--- config.mk ---
export PLATFORM = sky130hd
export DESIGN_NAME = wdog_timer
export DESIGN_NICKNAME = d
export VERILOG_FILES = /design/src/rtl/wdog_pkg.sv /design/src/rtl/wdog_tick_gen.sv /design/src/rtl/wdog_down_counter.sv /design/src/rtl/wdog_pulse_stretch.sv /design/src/rtl/wdog_timer.sv
export SDC_FILE = /design/constraint.sdc
export NUM_CORES = 1
export LEC_CHECK = 0
export BUFFER_PORTS_ARGS = -buffer_cell sky130_fd_sc_hd__buf_2
export CAP_MARGIN = 40
export CORE_MARGIN = 2
export CORE_UTILIZATION = 25
export CTS_CLUSTER_DIAMETER = 60
export DETAILED_ROUTE_END_ITERATION = 8
export GPL_TIMING_DRIVEN = 0
export SLEW_MARGIN = 20
export SYNTH_ARGS = -nofsm -noshare
export SYNTH_HDL_FRONTEND = slang
export SYNTH_HIERARCHICAL = 1
export SYNTH_SLANG_ARGS = --single-unit
export TNS_END_PERCENT = 20
--- constraint.sdc ---
create_clock -name clk -period 3.1 [get_ports clk]
set_clock_uncertainty 0.2 [all_clocks]
set_input_delay 0 -clock clk [delete_from_list [all_inputs] [get_ports clk]]
set_output_delay 0 -clock clk [all_outputs]
set_load 0.02 [all_outputs]
--- src/rtl/wdog_pkg.sv ---
// Shared constants, control-register layout and conversion helpers for the
// watchdog timer. Assumes a 32-bit register bus and byte addressing.
package wdog_pkg;

    localparam int PRE_W  = 8;
    localparam int SEL_W  = 2;
    localparam int BASE_LOG2 = 4;          // smallest fixed divider is 2**4

    localparam int OFF_CTRL   = 'h0;
    localparam int OFF_RELOAD = 'h4;
    localparam int OFF_COUNT  = 'h8;

    localparam logic [15:0] CNT_RESET_VAL = 16'h8000;

    typedef struct packed {
        logic [PRE_W-1:0] pre;
        logic             run;
        logic [SEL_W-1:0] sel;
        logic             irq_en;
        logic             rst_en;
    } ctrl_t;

    localparam ctrl_t CTRL_RESET_VAL = '{pre: 8'h80, run: 1'b1, sel: 2'd3,
                                         irq_en: 1'b0, rst_en: 1'b1};

    // Place control fields at their bus bit positions.
    function automatic logic [31:0] ctrl_to_word(input ctrl_t c);
        logic [31:0] w;
        w        = '0;
        w[15:8]  = c.pre;
        w[5]     = c.run;
        w[4:3]   = c.sel;
        w[2]     = c.irq_en;
        w[0]     = c.rst_en;
        return w;
    endfunction

    // Extract control fields from a written bus word.
    function automatic ctrl_t word_to_ctrl(input logic [15:0] w);
        ctrl_t c;
        c.pre    = w[15:8];
        c.run    = w[5];
        c.sel    = w[4:3];
        c.irq_en = w[2];
        c.rst_en = w[0];
        return c;
    endfunction

endpackage

--- src/rtl/wdog_tick_gen.sv ---
// Two-stage clock-enable chain: a programmable prescaler (divide by pre+1)
// followed by a power-of-two divider (2**(BASE_LOG2+sel)). Emits a one-cycle
// tick. Assumes pre and sel only change together with a clear pulse.
module wdog_tick_gen #(
    parameter int PRE_W     = 8,
    parameter int SEL_W     = 2,
    parameter int BASE_LOG2 = 4
) (
    input  logic             clk,
    input  logic             rst_n,
    input  logic             clear,
    input  logic             run,
    input  logic [PRE_W-1:0] pre_val,
    input  logic [SEL_W-1:0] sel,
    output logic             tick
);
    localparam int DIV_W = BASE_LOG2 + (1 << SEL_W) - 1;

    logic [PRE_W-1:0] pre_cnt;
    logic [DIV_W-1:0] div_cnt;
    logic [DIV_W:0]   div_len;
    logic [DIV_W-1:0] div_last;
    logic             pre_hit;
    logic             div_hit;

    // Terminal value of the fixed divider for the selected ratio.
    always_comb begin
        div_len  = (DIV_W+1)'(1) << (BASE_LOG2 + int'(sel));
        div_last = DIV_W'(div_len - 1'b1);
    end

    // Terminal detection for both stages and the qualified tick.
    always_comb begin
        pre_hit = (pre_cnt == pre_val);
        div_hit = (div_cnt == div_last);
        tick    = run & ~clear & pre_hit & div_hit;
    end

    // Advance the prescaler every cycle and the divider on prescaler wrap.
    always_ff @(posedge clk) begin
        if (!rst_n || clear || !run) begin
            pre_cnt <= '0;
            div_cnt <= '0;
        end else if (pre_hit) begin
            pre_cnt <= '0;
            div_cnt <= div_hit ? '0 : div_cnt + 1'b1;
        end else begin
            pre_cnt <= pre_cnt + 1'b1;
        end
    end
endmodule

--- src/rtl/wdog_down_counter.sv ---
// Watchdog down-counter with software load and automatic reload. A tick at a
// count of 1 or 0 is an expiry and reloads from reload_val. Assumes a software
// load outranks a coincident tick.
module wdog_down_counter #(
    parameter int               CNT_W   = 16,
    parameter logic [CNT_W-1:0] RST_VAL = '1
) (
    input  logic             clk,
    input  logic             rst_n,
    input  logic             load,
    input  logic [CNT_W-1:0] load_val,
    input  logic             tick,
    input  logic [CNT_W-1:0] reload_val,
    output logic [CNT_W-1:0] count,
    output logic             expire
);
    // Expiry happens on an unpreempted tick at the bottom of the range.
    always_comb expire = tick & ~load & (count <= CNT_W'(1));

    // Count register update: load, reload on expiry, or decrement.
    always_ff @(posedge clk) begin
        if (!rst_n)
            count <= RST_VAL;
        else if (load)
            count <= load_val;
        else if (expire)
            count <= reload_val;
        else if (tick)
            count <= count - 1'b1;
    end
endmodule

--- src/rtl/wdog_pulse_stretch.sv ---
// Stretches a one-cycle fire request into a registered pulse LEN cycles long.
// A new fire while active restarts the full length.
module wdog_pulse_stretch #(
    parameter int LEN = 128
) (
    input  logic clk,
    input  logic rst_n,
    input  logic fire,
    output logic active
);
    localparam int W = $clog2(LEN + 1);

    logic [W-1:0] remain_q;
    logic [W-1:0] remain_d;

    // Next remaining-cycle count.
    always_comb begin
        if (fire)
            remain_d = W'(LEN);
        else if (remain_q != '0)
            remain_d = remain_q - 1'b1;
        else
            remain_d = '0;
    end

    // Hold the remaining count and a registered copy of its non-zero state.
    always_ff @(posedge clk) begin
        if (!rst_n) begin
            remain_q <= '0;
            active   <= 1'b0;
        end else begin
            remain_q <= remain_d;
            active   <= (remain_d != '0);
        end
    end
endmodule

--- src/rtl/wdog_timer.sv ---
// Watchdog timer top: register file, tick chain, counter and output stages.
// Registers decode on the full byte address; reads are combinational.
module wdog_timer
    import wdog_pkg::*;
#(
    parameter int ADDR_W     = 4,
    parameter int CNT_W      = 16,
    parameter int RST_CYCLES = 128
) (
    input  logic              clk,
    input  logic              rst_n,
    input  logic [ADDR_W-1:0] bus_addr,
    input  logic              bus_we,
    input  logic [31:0]       bus_wdata,
    output logic [31:0]       bus_rdata,
    output logic              irq_pulse,
    output logic              rst_out
);
    localparam logic [CNT_W-1:0] CNT_INIT = CNT_W'(CNT_RESET_VAL);

    ctrl_t            ctrl_q;
    logic [CNT_W-1:0] reload_q;
    logic [CNT_W-1:0] cnt_w;
    logic             tick_w;
    logic             expire_w;
    logic             rst_fire;
    logic             hit_ctrl, hit_reload, hit_count;
    logic             wr_ctrl, wr_reload, wr_count;
    logic             unused_wdata_hi;

    assign unused_wdata_hi = ^bus_wdata[31:16];

    // Address decode and write strobes.
    always_comb begin
        hit_ctrl   = (bus_addr == ADDR_W'(OFF_CTRL));
        hit_reload = (bus_addr == ADDR_W'(OFF_RELOAD));
        hit_count  = (bus_addr == ADDR_W'(OFF_COUNT));
        wr_ctrl    = bus_we & hit_ctrl;
        wr_reload  = bus_we & hit_reload;
        wr_count   = bus_we & hit_count;
    end

    // Control and reload registers.
    always_ff @(posedge clk) begin
        if (!rst_n) begin
            ctrl_q   <= CTRL_RESET_VAL;
            reload_q <= CNT_INIT;
        end else begin
            if (wr_ctrl)   ctrl_q   <= word_to_ctrl(bus_wdata[15:0]);
            if (wr_reload) reload_q <= bus_wdata[CNT_W-1:0];
        end
    end

    wdog_tick_gen #(
        .PRE_W(PRE_W), .SEL_W(SEL_W), .BASE_LOG2(BASE_LOG2)
    ) u_tick (
        .clk(clk), .rst_n(rst_n), .clear(wr_ctrl), .run(ctrl_q.run),
        .pre_val(ctrl_q.pre), .sel(ctrl_q.sel), .tick(tick_w)
    );

    wdog_down_counter #(
        .CNT_W(CNT_W), .RST_VAL(CNT_INIT)
    ) u_cnt (
        .clk(clk), .rst_n(rst_n), .load(wr_count),
        .load_val(bus_wdata[CNT_W-1:0]), .tick(tick_w),
        .reload_val(reload_q), .count(cnt_w), .expire(expire_w)
    );

    assign rst_fire = expire_w & ctrl_q.rst_en;

    wdog_pulse_stretch #(
        .LEN(RST_CYCLES)
    ) u_rst (
        .clk(clk), .rst_n(rst_n), .fire(rst_fire), .active(rst_out)
    );

    // One-cycle registered interrupt on an enabled expiry.
    always_ff @(posedge clk) begin
        if (!rst_n) irq_pulse <= 1'b0;
        else        irq_pulse <= expire_w & ctrl_q.irq_en;
    end

    // Register readback multiplexer.
    always_comb begin
        if (hit_ctrl)
            bus_rdata = ctrl_to_word(ctrl_q);
        else if (hit_reload)
            bus_rdata = 32'(reload_q);
        else if (hit_count)
            bus_rdata = 32'(cnt_w);
        else
            bus_rdata = '0;
    end
endmodule

==> results_dict.tcl, run 1 <==
set metrics [dict create \
    grt_pass1_vias 3751 \
    crit_path_end_kind "flop" \
    synth.largest_area_cell "dfxtp_1" \
    stdcell_area_um2 5430 \
    internal_power_mw 1.69 \
    wire_per_inst_um 15.0 \
    pre_cts_ws_ns -0.234 \
    grt_util_all_layers_pct 14.0 \
    ys_ff_latch 70 \
    wirelength_um 12500 \
    syn_area_um2 4290 \
    dieArea_um2 18200 \
    place_area_um2 4820 \
    hold_class "input port to flop" \
    p_clk_share_pct 46.8 \
    num-fill-cells 1780 \
    drtIter0Drc 388 \
    rsz0062_at_grt "yes" \
    cts_tree "done" \
    synth_cells 514 \
    start_util_pct 25.7 \
    drt_first_pass_iters 5 \
    clk_latency_ns 0.34 \
    diodes 0 \
    finalWorstSetupSlack_ns 0.0892 \
    status "completed" \
    peakVddDrop_mv 0.246 \
    antenna_found_initial 0 \
    gp_congestion 0.900 \
    p_per_area_nw_per_um2 413 \
    combPwrFrac_pct 11.6 \
    clock_path_buffers 2 \
    synth_cell_type_count 73 \
    io_pins 73 \
    synth-main-ff-cell "dfxtp_1" \
    vias 3988 \
    clkTransAtPathRegs_ns 0.06 \
    slew_headroom_pct 50.1 \
    numCtsBuffers 9 \
    tns_ns 0 \
    worstSetupPathType "flop to flop" \
    drive_gt1_share_pct 20.9 \
    cap_violations 0 \
    floorplan.die.height_um 135 \
    synth_edf_count 0 \
    core_um2 16700 \
    crit_fanout 8 \
    syn_to_final_growth_pct 26.6 \
    syn_area_per_cell_um2 8.35 \
    clockRootBuffer "clkbuf_16" \
    yosysSeqAreaShare_pct 32.7 \
    placementRows 47 \
    port_buffers 39 \
    dp_hpwl_um 9240 \
    htree_levels 3 \
    p_leak_nw 2.30 \
    period_needed_ns 3.01 \
    cts_sinks 70 \
    gr-total-overflow 0 \
    nets 653 \
    fmax_mhz 332 \
    worst_pin_slew_ns 0.741 \
    hold_viol_final 0 \
    power.share.sequential_pct 41.6 \
    power.net_switching_mw 0.554 \
    ant_nets 0 \
    timing.final.crit_share_pct 97.1 \
    cp-start-kind "flop" \
    cp.arrival_ns 3.03 \
    drc 0 \
    switching_share_pct 24.7 \
    die_w_um 135 \
    grt_pass1_wl_um 19800 \
    grt_max_degree 14 \
    vias_per_cell 4.79 \
    ys_async_sr_fraction_pct 0 \
    ys_warn_count 6 \
    synth_common_cells "70 x dfxtp_1, 70 x nand2_1, 41 x nor2_1, 32 x a21oi_1, 31 x mux2i_1" \
    slew_violations 0 \
    synth_area_leaders "dfxtp_1 33%, mux2i_1 7.2%, nand2_1 6.1%, a21oi_1 3.7%, nor2_1 3.6%" \
    critPathRequiredTime_ns 3.12 \
    finalSetupViolCount 0 \
    synth_top_area_share_pct 32.7 \
]
==> routing by layer <==
layer	wire length (um)	track usage, %	vias up
li1	-	-	1984
met1	5520	17.8	1857
met2	6000	22.8	129
met3	754	3.27	18
met4	198	5.56	0
met5	0	0	-
==> through the flow <==
stage / cells / total power, mW / utilization [%] / hold WS, ns
after CTS: 828 / 2.25 / 32.1 / 0.0410
final: 833 / 2.24 / 32.5 / 0.0467
after global routing: 833 / 2.32 / 32.5 / 0.0763
after global placement: 788 / 1.18 / 28.8 / 0.0642
after detailed placement: 788 / 1.18 / 28.8 / 0.0682
after floorplan: 529 / 1.11 / - / -0.0721
==> registers in the layout (all words and copies together), names as in the netlist <==
name	cells
ctrl_q	13
irq_pulse	1
u_cnt/count	16
u_tick/pre_cnt	8
u_rst/active	1
u_rst/remain_q	8
u_tick/div_cnt	7
reload_q	16
==> power groups by stage <==
stage                     Sequential [mW]  Combinational, mW  Clock, mW
final                               0.932              0.260       1.05
after global routing                0.934              0.282       1.11
after CTS                           0.931              0.252       1.07
after detailed placement            0.951              0.231          0
after global placement              0.951              0.230          0
after floorplan                     0.946              0.163          0
==> repair_timing <==
action / in CTS / in global routing
hold endpoints to repair: 54 / 0
pin swaps: 4 / 7
hold buffers: 19 / 0
resized for setup: 5 / 6
endpoints found under the setup margin: 16 / 19
buffers inserted: 5 / 7
==> final cells by class <==
cell class / count / area, um^2 / share of cell area, %
multi-input combinational: 395 / 2570 / 47.2
inverter: 18 / 70.1 / 1.29
sequential: 70 / 1400 / 25.8
timing repair buffer: 70 / 475 / 8.75
clock inverter: 3 / 42.5 / 0.783
tap: 220 / 275 / 5.07
clock buffer: 13 / 260 / 4.79
buffer: 44 / 339 / 6.24
==> worst max-delay path: stages, from the launching register on <==
cell       delay [ns]
dfxtp_2          0.35
xor2_1           0.19
nor4_4           0.38
nand2_4          0.12
nor2_2           0.12
and4b_1          0.26
nor4b_4          0.22
o2111ai_2        0.18
nand2b_4         0.18
buf_6            0.14
inv_4            0.08
and2_4           0.16
nand3b_1         0.23
nor2_1           0.08
==> path summary, 6_finish.rpt <==
check	startpoint	to	slack, ns	depth (start not counted)
worst max-delay path	u_tick/pre_cnt[0]$_SDFF_PP0_	u_rst/remain_q[2]$_SDFF_PN0_	0.09	13
worst min-delay path	bus_addr[3]	reload_q[15]$_SDFFE_PN1P_	0.05	4
worst max register to register	u_tick/pre_cnt[0]$_SDFF_PP0_	u_rst/remain_q[2]$_SDFF_PN0_	0.09	13
worst min register to register	ctrl_q[1]$_SDFFE_PN0P_	ctrl_q[1]$_SDFFE_PN0P_	0.27	2
==> cell usage in the layout, fill, tap and decap left out, types with 6 or more instances in the layout <==
| cell | count |
|---|---|
| a21oi_1 | 32 |
| conb_1 | 16 |
| o21ai_0 | 29 |
| xor2_1 | 16 |
| dfxtp_1 | 69 |
| nor3_1 | 17 |
| o211ai_1 | 7 |
| dlygate4sd3_1 | 20 |
| nand2_1 | 70 |
| buf_6 | 7 |
| inv_1 | 17 |
| clkbuf_16 | 9 |
| nand4_1 | 10 |
| buf_2 | 42 |
| nand3_1 | 16 |
| ha_1 | 6 |
| and3_1 | 8 |
| xnor2_1 | 6 |
| nor2_1 | 40 |
| clkbuf_1 | 14 |
| mux2i_1 | 31 |
| buf_4 | 29 |
==> logic make-up (layout without fill, tap and decap cells) <==
group | after synthesis | in the layout | synth area share [%]
adders and majority gates | 6 | 6 | 1.75
AOI/OAI and AO/OA | 110 | 110 | 16.1
other | 1 | 16 | 0.0874
and+or+nand+nor | 207 | 207 | 27.1
buffers and inverters | 64 | 148 | 9.68
DFF | 70 | 70 | 32.7
muxes | 33 | 33 | 7.76
xor gates and xnor gates | 23 | 23 | 4.87
No activity file was read; power rests on OpenSTA's default activity.
==> inputs of run 2 (changes only) <==
--- a/config.mk
+++ b/config.mk
@@ -12,6 +12,7 @@
 export CTS_CLUSTER_DIAMETER = 60
 export DETAILED_ROUTE_END_ITERATION = 8
 export GPL_TIMING_DRIVEN = 0
+export PLACE_DENSITY_LB_ADDON = 0.3
 export SLEW_MARGIN = 20
 export SYNTH_ARGS = -nofsm -noshare
 export SYNTH_HDL_FRONTEND = slang
==> results_dict.tcl, run 2 (synthesis gave the netlist of run 1 again) <==
set metrics [dict create \
    stdcell_area_um2 5450 \
    cap_violations 0 \
    internal_power_mw 1.73 \
    floorplan.die.height_um 135 \
    placementRows 47 \
    vias 3989 \
    vias_per_cell 4.79 \
    die_w_um 135 \
    timing.final.crit_share_pct 96.3 \
    cts_sinks 70 \
    hold_viol_final 0 \
    grt_max_degree 14 \
    p_per_area_nw_per_um2 419 \
    drc 0 \
    cp.arrival_ns 3.01 \
    dieArea_um2 18200 \
    worst_pin_slew_ns 0.802 \
    finalWorstSetupSlack_ns 0.115 \
    grt_pass1_vias 3794 \
    hold_class "input port to flop" \
    clockRootBuffer "clkbuf_16" \
    crit_path_end_kind "flop" \
    critical-path-top-delay-family "simple AND/OR/NAND/NOR gates" \
    drtIter0Drc 235 \
    slew_headroom_pct 46.0 \
    io_pins 73 \
    crit_fanout 6 \
    clk_latency_ns 0.34 \
    p_clk_share_pct 47.9 \
    cts_tree "done" \
    worstSetupPathType "flop to flop" \
    tns_ns 0 \
    peakVddDrop_mv 0.349 \
    period_needed_ns 2.99 \
    port_buffers 39 \
    numCtsBuffers 9 \
    clock_path_buffers 2 \
    critPathMaxStageDelay_ns 0.38 \
    switching_share_pct 24.2 \
    combPwrFrac_pct 11.3 \
    grt_util_all_layers_pct 14.2 \
    status "completed" \
    diodes 0 \
    drive_gt1_share_pct 21.4 \
    grt_pass1_wl_um 20100 \
    num-fill-cells 1779 \
    nets 653 \
    finalSetupViolCount 0 \
    start_util_pct 25.7 \
    final_common_cell "nand2_1" \
    wire_per_inst_um 15.2 \
    pre_cts_ws_ns -0.250 \
    gp_congestion 0.897 \
    power.net_switching_mw 0.552 \
    rsz0062_at_grt "yes" \
    place_area_um2 4820 \
    ant_nets 0 \
    clkTransAtPathRegs_ns 0.06 \
    wirelength_um 12700 \
    syn_to_final_growth_pct 26.9 \
    final_cell_mix "70 x nand2_1, 66 x dfxtp_1, 42 x buf_2" \
    fin_hold_ws_ns 0.0586 \
    p_leak_nw 2.31 \
    htree_levels 3 \
    core_um2 16700 \
    antenna_found_initial 0 \
    power.share.sequential_pct 40.8 \
    slew_violations 0 \
    power_mw 2.28 \
    dp_hpwl_um 9690 \
    drt_first_pass_iters 5 \
    cp-start-kind "flop" \
    fmax_mhz 335 \
    critPathRequiredTime_ns 3.12 \
    slowest_stage "nor4_4" \
    path_buf_inv 2 \
    largest_registers "reload_q (16), u_cnt/count (16), ctrl_q (13)" \
    cp_cell_sequence "xor2_1, nor4_4, nand2_4, nor2_1, and4b_1, nor4b_4, o2111ai_2, nand2b_4, buf_6, inv_8, and2_4, a21oi_1, o31a_1" \
    regToRegSetupSlack_ns 0.11 \
    gr-total-overflow 0 \
]
==> run 2: cell types whose count changed in the layout (fill, tap and decap cells not counted), moves of 2 or more <==
cell / before / now
dfxtp_1: 69 / 66
clkbuf_2: 0 / 2
clkbuf_8: 3 / 5
dfxtp_2: 1 / 3
==> run 2: per-stage QoR <==
step / utilization [%] / std cells
6_report: 32.6 / 833
3_5_place_dp: 28.8 / 788
4_1_cts: 32.3 / 829
2_1_floorplan: - / 529
5_1_grt: 32.6 / 833
3_3_place_gp: 28.8 / 788
==> run 2: final timing paths <==
check	end	start	cells after the start
setup / recovery	u_rst/active$_SDFF_PN0_	u_tick/pre_cnt[0]$_SDFF_PP0_	13
hold / removal	reload_q[15]$_SDFFE_PN1P_	bus_addr[3]	4
setup reg to reg	u_rst/active$_SDFF_PN0_	u_tick/pre_cnt[0]$_SDFF_PP0_	13
hold reg to reg	u_tick/pre_cnt[0]$_SDFF_PP0_	u_tick/pre_cnt[0]$_SDFF_PP0_	1
==> run 2: power by group through the flow <==
stage / clock, mW / sequential [mW] / combinational (mW)
floorplan: 0 / 0.946 / 0.163
global placement: 0 / 0.951 / 0.229
detailed placement: 0 / 0.952 / 0.231
CTS: 1.13 / 0.932 / 0.253
global route: 1.16 / 0.933 / 0.283
finish: 1.09 / 0.932 / 0.259
==> run 2: layer usage <==
layer  vias to the layer above  track usage [%]  share of wire, %
met5                         -                0                 0
met4                         0             5.15               2.0
met3                        17             3.98               5.8
met2                       120             23.7                49
met1                      1860             17.5                43
li1                       1992                -                 -
==> run 2: cell type report <==
cell class | count | area [um^2] | area share [%]
Buffer | 45 | 340 | 6.25
Clock buffer | 14 | 284 | 5.21
Sequential cell | 70 | 1410 | 25.9
Tap cell | 220 | 275 | 5.05
Timing Repair Buffer | 69 | 468 | 8.59
Clock inverter | 2 | 37.5 | 0.689
Inverter | 18 | 75.1 | 1.38
Multi-Input combinational cell | 395 | 2560 | 47.0
==> run 2: tightest hold or removal path, stage by stage <==
cell	delay (ns)
buf_2	0.11
nor3_2	0.07
nand3_1	0.24
mux2i_1	0.11
==> run 2: what timing repair did <==
item	in CTS	in global routing
endpoints found under the hold margin	55	0
setup endpoints to repair	17	23
resized for setup	5	12
pin swaps	5	9
buffers inserted	7	4
hold buffers	19	0
